**src/rtl/toh_ser_pkg.sv**
```systemverilog
package toh_ser_pkg;
  // total overhead bytes in one frame
  function automatic int frame_bytes(input int n_sts, input int n_rows, input int n_cols);
    return n_sts * n_rows * n_cols;
  endfunction

  // select a bit of a byte, msb first for sel = 0
  function automatic logic msb_first_bit(input logic [7:0] b, input logic [2:0] sel);
    return b[3'd7 - sel];
  endfunction

  // one accumulation step of even parity
  function automatic logic par_step(input logic acc, input logic din, input logic restart);
    return restart ? din : (acc ^ din);
  endfunction
endpackage

```
**src/rtl/toh_pos_seq.sv**
```systemverilog
module toh_pos_seq #(
  parameter int BYTES  = 324,
  parameter int ADDR_W = 9
) (
  input  logic              clk,
  input  logic              rst_n,
  input  logic              start_i,
  output logic              run_o,
  output logic              first_o,
  output logic              last_o,
  output logic [ADDR_W-1:0] addr_o,
  output logic [2:0]        sel_o
);
  localparam int POS_W = ADDR_W + 3;
  localparam logic [POS_W-1:0] LAST_POS = POS_W'(BYTES * 8 - 1);

  logic             run_q;
  logic [POS_W-1:0] pos_q;

  always_ff @(posedge clk) begin
    if (!rst_n) begin
      run_q <= 1'b0;
      pos_q <= '0;
    end else if (!run_q) begin
      run_q <= start_i;
      pos_q <= '0;
    end else begin
      pos_q <= (pos_q == LAST_POS) ? '0 : pos_q + 1'b1;
    end
  end

  assign run_o   = run_q;
  assign first_o = run_q && (pos_q == '0);
  assign last_o  = run_q && (pos_q == LAST_POS);
  assign addr_o  = pos_q[POS_W-1:3];
  assign sel_o   = pos_q[2:0];

  p_wrap_r7: assert property (@(posedge clk) disable iff (!rst_n)
    last_o |=> (run_q && pos_q == '0));
  p_start_ignored_r6: assert property (@(posedge clk) disable iff (!rst_n)
    (run_q && start_i && pos_q != LAST_POS) |=> (pos_q == $past(pos_q) + 1'b1));
  p_addr_hold_r3: assert property (@(posedge clk) disable iff (!rst_n)
    (run_q && pos_q[2:0] != 3'd7) |=> $stable(addr_o));
endmodule

```
**src/rtl/toh_par_acc.sv**
```systemverilog
module toh_par_acc (
  input  logic clk,
  input  logic rst_n,
  input  logic en_i,
  input  logic first_i,
  input  logic last_i,
  input  logic din_i,
  output logic par_o
);
  import toh_ser_pkg::*;

  logic acc_q;
  logic par_q;
  logic acc_nx;

  assign acc_nx = par_step(acc_q, din_i, first_i);

  always_ff @(posedge clk) begin
    if (!rst_n) begin
      acc_q <= 1'b0;
      par_q <= 1'b0;
    end else if (en_i) begin
      acc_q <= acc_nx;
      if (last_i) par_q <= acc_nx;
    end
  end

  assign par_o = par_q;

  p_par_hold_r4: assert property (@(posedge clk) disable iff (!rst_n)
    !(en_i && last_i) |=> $stable(par_q));
endmodule

```
**src/rtl/toh_serial_port.sv**
```systemverilog
module toh_serial_port #(
  parameter int N_STS  = 12,
  parameter int N_ROWS = 9,
  parameter int N_COLS = 3,
  parameter int ADDR_W = $clog2(N_STS * N_ROWS * N_COLS)
) (
  input  logic              clk,
  input  logic              rst_n,
  input  logic              start_i,
  input  logic [7:0]        byte_i,
  output logic [ADDR_W-1:0] byte_addr_o,
  output logic              ser_o,
  output logic              sync_o
);
  import toh_ser_pkg::*;

  localparam int BYTES = frame_bytes(N_STS, N_ROWS, N_COLS);

  logic       run;
  logic       frm_first;
  logic       frm_last;
  logic [2:0] bit_sel;
  logic       cur_bit;
  logic       par_prev;
  logic       ser_q;
  logic       sync_q;

  toh_pos_seq #(.BYTES(BYTES), .ADDR_W(ADDR_W)) u_seq (
    .clk    (clk),
    .rst_n  (rst_n),
    .start_i(start_i),
    .run_o  (run),
    .first_o(frm_first),
    .last_o (frm_last),
    .addr_o (byte_addr_o),
    .sel_o  (bit_sel)
  );

  assign cur_bit = msb_first_bit(byte_i, bit_sel);

  toh_par_acc u_par (
    .clk    (clk),
    .rst_n  (rst_n),
    .en_i   (run),
    .first_i(frm_first),
    .last_i (frm_last),
    .din_i  (cur_bit),
    .par_o  (par_prev)
  );

  always_ff @(posedge clk) begin
    if (!rst_n) begin
      ser_q  <= 1'b0;
      sync_q <= 1'b0;
    end else begin
      sync_q <= frm_first;
      ser_q  <= run ? (frm_first ? par_prev : cur_bit) : 1'b0;
    end
  end

  assign ser_o  = ser_q;
  assign sync_o = sync_q;

  p_idle_low_r1: assert property (@(posedge clk) disable iff (!rst_n)
    (!run && !$past(run)) |-> (!ser_o && !sync_o));
  p_sync_single_r2: assert property (@(posedge clk) disable iff (!rst_n)
    sync_o |=> !sync_o);
endmodule

```
**config.mk**
```make
export PLATFORM = sky130hd
export DESIGN_NAME = toh_serial_port
export DESIGN_NICKNAME = d
export VERILOG_FILES = /design/src/rtl/toh_ser_pkg.sv /design/src/rtl/toh_pos_seq.sv /design/src/rtl/toh_par_acc.sv /design/src/rtl/toh_serial_port.sv
export SDC_FILE = /design/constraint.sdc
export NUM_CORES = 1
export LEC_CHECK = 0
export ABC_AREA = 1
export ABC_CLOCK_PERIOD_IN_PS = 1900
export BUFFER_PORTS_ARGS = -buffer_cell sky130_fd_sc_hd__buf_2
export CAP_MARGIN = 40
export CORE_MARGIN = 5
export CORE_UTILIZATION = 51
export DETAILED_ROUTE_END_ITERATION = 10
export PLACE_DENSITY = 0.87
export SLEW_MARGIN = 10
export SYNTH_ARGS = -nofsm -noshare
export SYNTH_HDL_FRONTEND = slang
export SYNTH_SLANG_ARGS = --single-unit
```
**constraint.sdc**
```tcl
create_clock -name clk -period 1.9 [get_ports clk]
set_clock_uncertainty 0.05 [all_clocks]
set_input_delay 0 -clock clk [delete_from_list [all_inputs] [get_ports clk]]
set_output_delay 0 -clock clk [all_outputs]
set_load 0.02 [all_outputs]
```
## Word level (Yosys, flattened, before mapping)

Cells that the tools add are included.

- Output and inout bits: 11
- Register bits: 17
- Bits in latches: 0
- Bits in read-only memories: 0
- Memories kept: 0
- Input port bits: 11
- Bits in writable memories: 0
- Logic and storage cells: 24

- Add/sub/neg operators: 2
- Equality and inequality tests: 1
- Div/mod/pow operators: 0
- Mux-type cells: 5
- Shift-type cells: 0
- Multipliers: 0
- Bitwise operators: 3
- Reduce and logical (&&, ||, !) cells: 6
- Order comparisons: 1

Operator list:

| cell | count |
|---|---|
| $add A12 B1 Y12 const B | 1 |
| $eq A12 B12 Y1 const B | 1 |
| $logic_not A12 Y1 | 1 |
| $lt A3 B4 Y1 const B | 1 |
| $mux W1 | 4 |
| $reduce_and A2 Y1 | 2 |
| $bmux W1 S3 | 1 |
| $reduce_or A3 Y1 | 1 |
| $sub A3 B3 Y3 const A | 1 |
| $logic_and A1 B1 Y1 | 2 |
| $not A1 Y1 | 2 |
| $xor A1 B1 Y1 | 1 |

## Longest topological paths before layout

Gate-level depths: netlist of the first run.

- Depth in word-level cells: 5
- Gate-level depth with buffers: 11

## Hierarchy

A second synthesis of the first run with hierarchy kept.

- Cells, all modules: 147
- Area, all modules: 979.7 µm²

By module, submodules not included:

| module | cells an instance | seq. area each (µm²) | times used | area each (µm²) |
|---|---|---|---|---|
| toh_pos_seq | 97 | 260.2 | 1 | 693.2 |
| toh_serial_port | 34 | 40.0 | 1 | 188.9 |
| toh_par_acc | 16 | 40.0 | 1 | 97.6 |

## Worst setup path after synthesis of the first run

Ideal clock, no wire load.

- Kind: register to register
- Start point: register u_seq.pos_q[1]
- End point: register u_seq.pos_q[6]
- Clock period less this slack: 1419 ps
- Path buffers: 1
- Setup slack: 481 ps
- Stages on the path, launching flop included: 10
- Setup time: 122 ps
- Data arrival time: 1247 ps
- Cell sequence: dfxtp_1 ha_1 nand2_1 inv_1 nand2_2 nor2_1 nand2_1 nand2_1 buf_4 nor3_1

- Cells in the longest elaborated chain, start to end: 2
- Elaborated cells between the ends (all ways): 3
- Classes of those cells: add/sub: 1; eq/ne: 1; reduce/logical: 1

Ends and longest elaborated chain:

| element | line | RTL |
|---|---|---|
| start: declaration | toh_pos_seq.sv:18 | `logic [POS_W-1:0] pos_q;` |
| start signal: assignment | toh_pos_seq.sv:28 | `pos_q <= (pos_q == LAST_POS) ? '0 : pos_q + 1'b1;` |
| branches (longest 2 deep; another with $add A12 B1 Y12) | -- |  |

Several ways; the timed one is not identified.
A chain may end at the register's enable or synchronous reset.

==> results_dict.tcl, run 1 <==
set metrics [dict create \
    cts_tree "yes" \
    reg2reg_to "u_seq.pos_q[6]" \
    min_period_over_period 0.953 \
    grt_max_degree 10 \
    via_per_inst 4.81 \
    critPathKind "in -> reg" \
    synth.most_common_cell "nand2_1" \
    power_density_nw_per_um2 574 \
    drtAntennaViolNets 0 \
    synth_edf_count 0 \
    drv_slew 0 \
    numCtsBuffers 3 \
    cts_root_buf "clkbuf_4" \
    synth-seq-cells 17 \
    yosysWarnings 0 \
    endpoint "u_seq.run_o" \
    crit_path_max_fanout 5 \
    reg2reg_slack_ns 0.26 \
    cts_sinks 17 \
    drc 0 \
    min_from "byte_i[7]" \
    fp.dieArea_um2 2820 \
    grt_pass1_vias 907 \
    r2r_start "u_seq.pos_q[1]" \
    relSlewSlack 0.816 \
    gp_congestion 0.816 \
    gr-total-overflow 0 \
    synth_seq_area_share 0.359 \
    syn_area_per_cell_um2 6.58 \
    ios 22 \
    setup_tns_ns 0 \
    setup_ws_ns 0.0893 \
    start_kind "primary input" \
    die_h_um 53.1 \
    drt_pass1_iterations 4 \
    grt_pass1_wl_mm 3.68 \
    cap_violations 0 \
    power_leakage_nw 0.575 \
    hpwl_mm 1.66 \
    initial_core_util 0.543 \
    port_buffers 21 \
    path_clk_slew_ns 0.09 \
    ctsLongestPathBuffers 2 \
    synth_top_area_frac 0.359 \
    async_flop_share 0 \
    synthDistinctLibCells 19 \
    hp-class "in -> reg" \
    crit_required_ns 2.04 \
    netlist_area_um2 947 \
    finalWorstPathRequiredPeriod_ns 1.81 \
    ir_drop_mv 0.358 \
    drive_above_1_share 0.214 \
    wire_per_inst_um 10.8 \
    fillers 161 \
    track_usage 0.179 \
    drtIter0Drc 28 \
    postCtsSetupBuffers 0 \
    rsz0062_at_grt "no" \
    hold_viol 0 \
    syn_to_final_growth_pct 21.4 \
    yosys.area.top_type "dfxtp_1" \
    diodes 0 \
    fmax_mhz 552 \
    num_rows 15 \
    synth-main-ff-cell "dfxtp_1" \
    synth_commonest_cells "nand2_1 (39), inv_1 (28), dfxtp_1 (17), nor2_1 (12)" \
    h-tree-depth 1 \
    syn-num-nets 157 \
    synth_area_leaders "dfxtp_1 (36%), nand2_1 (15%), inv_1 (11%)" \
    reg2reg_depth 9 \
    fp.dieW_um 53.1 \
    tightest_slew_ns 0.274 \
    grt_antenna_before_repair 0 \
    fp.coreArea_um2 1750 \
    synthCells 144 \
    clock_latency_ns 0.30 \
    wl_mm 2.14 \
    status "completed" \
    crit_path_end_kind "flip-flop" \
    fin_nets 187 \
    setup_viol 0 \
    arrival_ns 1.95 \
    vias 952 \
    cp-startpoint "rst_n" \
    pre_cts_ws_ns 0.290 \
]
what timing repair did:
action / 4_1_cts / 5_1_grt
hold buffers: 4 / 0
endpoints found under the hold margin: 4 / 0
resized for setup: 0 / 0
area by class of cell:
cell class / instances / area [um^2] / share of cell area
Timing Repair Buffer: 27 / 160 / 0.139
Clock buffer: 4 / 26.3 / 0.0229
Tap cell: 25 / 31.3 / 0.0272
Inverter: 28 / 105 / 0.0914
Sequential cell: 17 / 340 / 0.296
Multi-Input combinational cell: 97 / 487 / 0.423
logic make-up after synthesis:
kind of cell    after synthesis  share of synthesized area
compound gates               15                     0.0819
buf+inv                      30                      0.127
simple gates                 79                      0.396
xor+xnor                      1                    0.00925
flops                        17                      0.359
fa+ha+maj                     2                     0.0264
power by group:
group          internal, mW  total, mW  switching, mW  leakage (nW)
registers             0.366      0.372        0.00641         0.138
clock network        0.0818      0.198          0.116        0.0150
logic                0.0403     0.0905         0.0502         0.422
total                 0.488      0.660          0.172         0.575
sequential cells by signal, summed over array words and instances (netlist names):
| signal | flops |
|---|---|
| u_seq.pos_q | 12 |
| u_par.acc_q | 1 |
| u_seq.run_o | 1 |
| sync_o | 1 |
| u_par.par_o | 1 |
| ser_o | 1 |
per-layer routing:
metal	vias to the layer above	wire length (um)	part of all wire	GRT usage
met5	-	0	0	0
met4	0	35	0.016	0.0766
met3	5	108	0.051	0.0254
met2	26	1090	0.51	0.322
met1	420	904	0.42	0.207
li1	501	-	-	-
worst min path at each step:
stage / depth (start not counted) / slack, ns / endpoint
after floorplan: 2 / 0.06 / u_seq.run_o
after global placement: 3 / 0.15 / u_seq.run_o
after detailed placement: 3 / 0.16 / u_seq.run_o
after CTS: 7 / 0.17 / ser_o
after global routing: 7 / 0.22 / ser_o
final: 7 / 0.17 / ser_o
cells in the final DEF, fill, tap and decap left out:
| master | instances |
|---|---|
| nand3_2 | 2 |
| xor2_1 | 1 |
| clkbuf_4 | 3 |
| nor3_1 | 4 |
| buf_2 | 21 |
| nor2_1 | 12 |
| nand3_1 | 10 |
| nor3_2 | 2 |
| o21bai_1 | 1 |
| nand2_2 | 3 |
| nor2_4 | 1 |
| dfxtp_1 | 17 |
| buf_4 | 2 |
| ha_1 | 2 |
| nor3b_2 | 1 |
| clkbuf_1 | 1 |
| nor2_2 | 2 |
| nand2_1 | 39 |
| a21oi_1 | 10 |
| inv_1 | 28 |
| nand4_1 | 3 |
| dlygate4sd3_1 | 4 |
| o21ai_0 | 4 |
worst max-delay path, cell delays in order:
cell,delay (ns)
dlygate4sd3_1,0.52
buf_2,0.14
nand2_1,0.08
dlygate4sd3_1,0.59
nand2_1,0.06
dlygate4sd3_1,0.55
per-stage QoR:
stage | power [mW] | hold WS (ns) | instances | util | instance area (um^2)
global route | 0.695 | 0.215 | 198 | 0.659 | 1150
global placement | 0.459 | 0.147 | 190 | 0.621 | 1080
detailed placement | 0.462 | 0.156 | 190 | 0.621 | 1080
finish | 0.660 | 0.174 | 198 | 0.659 | 1150
floorplan | 0.437 | 0.0562 | 144 | - | 947
CTS | 0.661 | 0.174 | 198 | 0.659 | 1150
(Power assumes the default switching activity.)
==> inputs of run 2 (changes only) <==
Settings changed: ABC_AREA 1 to default, CORE_MARGIN 5 to default, CORE_UTILIZATION 51 to 49, PLACE_DENSITY 0.87 to 0.86, SYNTH_HIERARCHICAL from default to 1.
==> run 2 against run 1 <==
  * The run now ends with setup timing left
  * First-iteration DRC count down 46%
  * Core utilization up 5.0 points
  * Die area down 35%
  * Sequential power about the same
  * Total power down 4.2%
  * Routed wire length down 15%
  * Design area down 6.1%
  * Largest cell class unchanged
  * Largest power group unchanged
  * Highest routed layer unchanged
==> results_dict.tcl, run 2 <==
set metrics [dict create \
    h-tree-depth 1 \
    path_clk_slew_ns 0.09 \
    ios 22 \
    diodes 0 \
    drv_slew 0 \
    track_usage 0.231 \
    hold_ws_ns 0.235 \
    numCtsBuffers 3 \
    finalWorstPathRequiredPeriod_ns 2.00 \
    synthDistinctLibCells 26 \
    drive_above_1_share 0.371 \
    hpwl_mm 1.26 \
    grt_antenna_before_repair 0 \
    fp.coreArea_um2 1520 \
    initial_core_util 0.534 \
    ctsLongestPathBuffers 2 \
    drtIter0Drc 15 \
    via_per_inst 5.31 \
    setup_tns_ns -0.235 \
    relSlewSlack 0.781 \
    gr-total-overflow 0 \
    drc 0 \
    crit_required_ns 2.03 \
    synth_seq_area_share 0.418 \
    num_rows 14 \
    synth_commonest_cells "dfxtp_1 (17), nor2_1 (15), xnor2_1 (9), inv_1 (7), nand2_1 (6)" \
    min_period_over_period 1.05 \
    grt_pass1_vias 778 \
    fin_nets 138 \
    port_buffers 21 \
    mostFrequentLayoutCells "buf_2 (21), dfxtp_1 (14), nor2_1 (14)" \
    async_flop_share 0 \
    synth_edf_count 0 \
    yosys.area.top_type "dfxtp_1" \
    yosysWarnings 6 \
    drtAntennaViolNets 0 \
    synth_area_leaders "dfxtp_1 (42%), xnor2_1 (9.7%), nor2_1 (6.9%)" \
    vias 744 \
    wire_per_inst_um 13.0 \
    fp.dieW_um 42.8 \
    cap_violations 0 \
    rsz0062_at_grt "yes" \
    clock_latency_ns 0.28 \
    largest_reg_flops 12 \
    crit_path_max_fanout 2 \
    power_mw 0.633 \
    fin_util 0.709 \
    setup_ws_ns -0.0972 \
    crit_path_end_kind "flip-flop" \
    synth-seq-cells 17 \
    drt_pass1_iterations 4 \
    wl_mm 1.82 \
    hold_viol 0 \
    synthCells 90 \
    violations "setup timing" \
    final_common_cell "buf_2" \
    stdcell_count 140 \
    syn_area_per_cell_um2 9.05 \
    cts_root_buf "clkbuf_4" \
    die_h_um 42.8 \
    hp-class "in -> reg" \
    tightest_slew_ns 0.325 \
    design_area_um2 1080 \
    power_leakage_nw 0.437 \
    cts_tree "yes" \
    netlist_area_um2 815 \
    setup_viol 3 \
    pre_cts_ws_ns -0.142 \
    grt_pass1_wl_mm 3.19 \
    fp.dieArea_um2 1830 \
    synth.most_common_cell "dfxtp_1" \
    syn_to_final_growth_pct 32.6 \
    ir_drop_mv 0.426 \
    regMostFlops "u_seq/pos_q" \
    arrival_ns 2.13 \
    critPathKind "reg -> reg" \
    grt_max_degree 13 \
    cts_sinks 17 \
    fmax_mhz 501 \
    syn-num-nets 103 \
    status "complete, but fails checks" \
    synth-main-ff-cell "dfxtp_1" \
    synth_top_area_frac 0.418 \
    power_density_nw_per_um2 586 \
    dpl-instance-area_um2 993 \
    gp_congestion 0.782 \
    dpl.cell_count 133 \
    start_kind "flip-flop" \
]
-- run 2: cell type report --
cell class,instances,area (um^2)
fillers,129,444
repair buffers,32,195
inverters,7,26.3
clock buffers,4,26.3
multi-input cells,64,468
flip-flops and latches,17,344
well taps,16,20.0
-- run 2: final timing paths --
check                       from     endpoint  slack (ns)  cells past startpoint
hold reg to reg      u_par/par_o  u_par/par_o        0.51                      2
hold / removal         byte_i[3]        ser_o        0.24                      4
setup / recovery  u_seq/pos_q[5]        ser_o        -0.1                      8
setup reg to reg  u_seq/pos_q[5]        ser_o        -0.1                      8
-- run 2: critical path: stages (launching register included) --
cell and delay [ns]:
dfxtp_2 0.33, or4_4 0.55, nor2_4 0.10, nand2_2 0.09, nor4bb_4 0.33, buf_4 0.17
inv_2 0.03, o211ai_1 0.20, a21oi_2 0.04
-- run 2: per-layer routing --
| layer | track usage | share of wire | routed length [um] |
|---|---|---|---|
| met5 | 0 | 0 | 0 |
| met4 | 0.100 | 0.013 | 23 |
| met3 | 0.0681 | 0.033 | 60 |
| met2 | 0.418 | 0.52 | 951 |
| met1 | 0.243 | 0.43 | 780 |
-- run 2: logic make-up after synthesis --
family	Yosys count	synth area share
AOI/OAI and AO/OA	7	0.0661
muxes	5	0.0768
and+or+nand+nor	39	0.238
xor gates and xnor gates	11	0.118
DFF	17	0.418
buffers and inverters	9	0.0522
adders and majority gates	2	0.0307
-- run 2: repair_timing --
item,in CTS,in global routing
gates resized for setup,4,3
hold endpoints to repair,5,0
pin swaps,4,6
hold buffers,3,0
buffers inserted,0,0
setup endpoints to repair,3,8
-- run 2: where the power goes --
part	internal, mW	switching, mW
sequential	0.363	0.00878
combinational	0.0414	0.0330
clock	0.0816	0.105
total	0.486	0.147
==> inputs of run 3 (changes only) <==
==> constraint.sdc (replaced) <==
create_clock -name clk -period 1.9 [get_ports clk]
set_clock_uncertainty 0.05 [all_clocks]
set_input_delay 0.285 -clock clk [delete_from_list [all_inputs] [get_ports clk]]
set_output_delay 0.285 -clock clk [all_outputs]
set_load 0.02 [all_outputs]
==> run 3 against run 2 <==
  * Critical path depth stayed put
  * Total power is 0.79% lower
  * Clock power hardly changed
  * Non-clock buffer count is 3 lower
  * Sequential cell count stayed put
  * Sequential share of layout area is 0.91 points higher
  * The flow still finishes with violations (setup timing)
  * Routed wire length is 1.9% lower
  * Register-to-register slack hardly changed
  * Highest routed layer unchanged
  * Core utilization is 2.0 points lower
  * Largest power group unchanged
==> results_dict.tcl, run 3 (synthesized netlist as in run 2, its figures left out) <==
set metrics [dict create \
    start_kind "flip-flop" \
    path_clk_slew_ns 0.09 \
    critPathKind "reg -> reg" \
    grt_pass1_wl_mm 3.11 \
    track_usage 0.226 \
    stdcell_count 137 \
    fp.coreArea_um2 1520 \
    fmax_mhz 501 \
    hp-class "in -> reg" \
    port_buffers 21 \
    num_rows 14 \
    wire_per_inst_um 13.0 \
    pwr-share-seq 0.592 \
    clock_latency_ns 0.28 \
    ctsLongestPathBuffers 2 \
    fp.dieArea_um2 1830 \
    cap_violations 0 \
    p_int_mw 0.482 \
    grt_antenna_before_repair 0 \
    grt_max_degree 13 \
    drc 0 \
    drv_slew 0 \
    drtAntennaViolNets 0 \
    grt-busiest-layer "met2" \
    fillers 132 \
    switching_share 0.233 \
    switching_power_mw 0.146 \
    drive_above_1_share 0.380 \
    vias 738 \
    tightest_slew_ns 0.325 \
    setup_ws_ns -0.0974 \
    power_density_nw_per_um2 598 \
    min_period_over_period 1.05 \
    numCtsBuffers 3 \
    crit_required_ns 2.03 \
    relSlewSlack 0.781 \
    rsz0062_at_grt "yes" \
    setup_viol 3 \
    drt_pass1_iterations 4 \
    grtUsageMet2 0.400 \
    gr-usage-met3 0.0681 \
    fin_nets 135 \
    arrival_ns 2.13 \
    gp_congestion 0.782 \
    ir_drop_mv 0.427 \
    hold_viol 0 \
    pwr-share-comb 0.110 \
    syn_to_final_growth_pct 28.9 \
    crit_path_end_kind "flip-flop" \
    violations "setup timing" \
    wl_mm 1.78 \
    diodes 0 \
    crit_path_max_fanout 2 \
    initial_core_util 0.534 \
    clockPowerShare 0.298 \
    gr-total-overflow 0 \
    h-tree-depth 1 \
    mostFrequentLayoutCells "buf_2 (21), dfxtp_1 (14), nor2_1 (14)" \
    power_leakage_nw 0.423 \
    fin_util 0.689 \
    power_mw 0.628 \
    hpwl_mm 1.26 \
    cts_tree "yes" \
    fp.dieW_um 42.8 \
    die_h_um 42.8 \
    status "complete, but fails checks" \
    use_met1 0.243 \
    postCtsSetupBuffers 0 \
    final_common_cell "buf_2" \
    regMostFlops "u_seq/pos_q" \
    drtIter0Drc 15 \
    largest_reg_flops 12 \
    cts_root_buf "clkbuf_4" \
    grt_pass1_vias 748 \
    finalWorstPathRequiredPeriod_ns 2.00 \
    ios 22 \
    via_per_inst 5.39 \
    cts_sinks 17 \
    dpl.cell_count 133 \
]
-- run 3: changes by cell type in the layout (fill, tap and decap cells not counted), sizes merged --
cell	change
dlygate4sd3	-3
-- run 3: power groups by stage --
stage / combinational, mW / sequential, mW / clock, mW
floorplan: 0.0369 / 0.380 / 0
global placement: 0.0577 / 0.379 / 0
detailed placement: 0.0606 / 0.380 / 0
CTS: 0.0686 / 0.371 / 0.197
global route: 0.0756 / 0.373 / 0.217
finish: 0.0690 / 0.372 / 0.187
-- run 3: worst paths after layout --
kind | start | end | slack (ns) | cells past startpoint
setup / recovery | u_seq/pos_q[5] | ser_o | -0.1 | 8
hold / removal | start_i | u_seq/run_o | 0.14 | 2
setup reg to reg | u_seq/pos_q[5] | ser_o | -0.1 | 8
hold reg to reg | u_par/par_o | u_par/par_o | 0.51 | 2
-- run 3: layout make-up --
cell class / instances / area, um^2 / share of cell area
inverters: 7 / 26.3 / 0.0250
clock buffers: 4 / 26.3 / 0.0250
repair buffers: 29 / 165 / 0.157
multi-input cells: 64 / 468 / 0.446
well taps: 16 / 20.0 / 0.0191
flip-flops and latches: 17 / 344 / 0.328
-- run 3: per-layer routing --
layer | share of wire | wire (um) | up-vias
met3 | 0.039 | 69 | 4
met2 | 0.51 | 915 | 21
li1 | - | - | 368
met1 | 0.43 | 772 | 345
met5 | 0 | 0 | -
met4 | 0.013 | 23 | 0
-- run 3: metrics by stage --
stage	worst slack (ns)	TNS [ns]	hold slack (ns)	cell area (um^2)
4_1_cts	-0.127	-0.336	0.128	1040
3_3_place_gp	-0.0492	-0.0840	0.431	993
3_5_place_dp	-0.142	-0.362	0.433	993
6_report	-0.0974	-0.236	0.139	1050
2_1_floorplan	-0.102	-0.147	0.345	825
5_1_grt	-0.207	-0.858	0.123	1050
-- run 3: what timing repair did --
action | in CTS | in global routing
endpoints found under the setup margin | 3 | 8
gates resized for setup | 4 | 3
pin swaps | 4 | 6
hold buffers | 0 | 0
-- run 3: critical path: stages (launching register included) --
cell,delay (ns)
dfxtp_2,0.33
or4_4,0.55
nor2_4,0.10
nand2_2,0.09
nor4bb_4,0.33
buf_4,0.17
inv_2,0.03
o211ai_1,0.20
a21oi_2,0.04
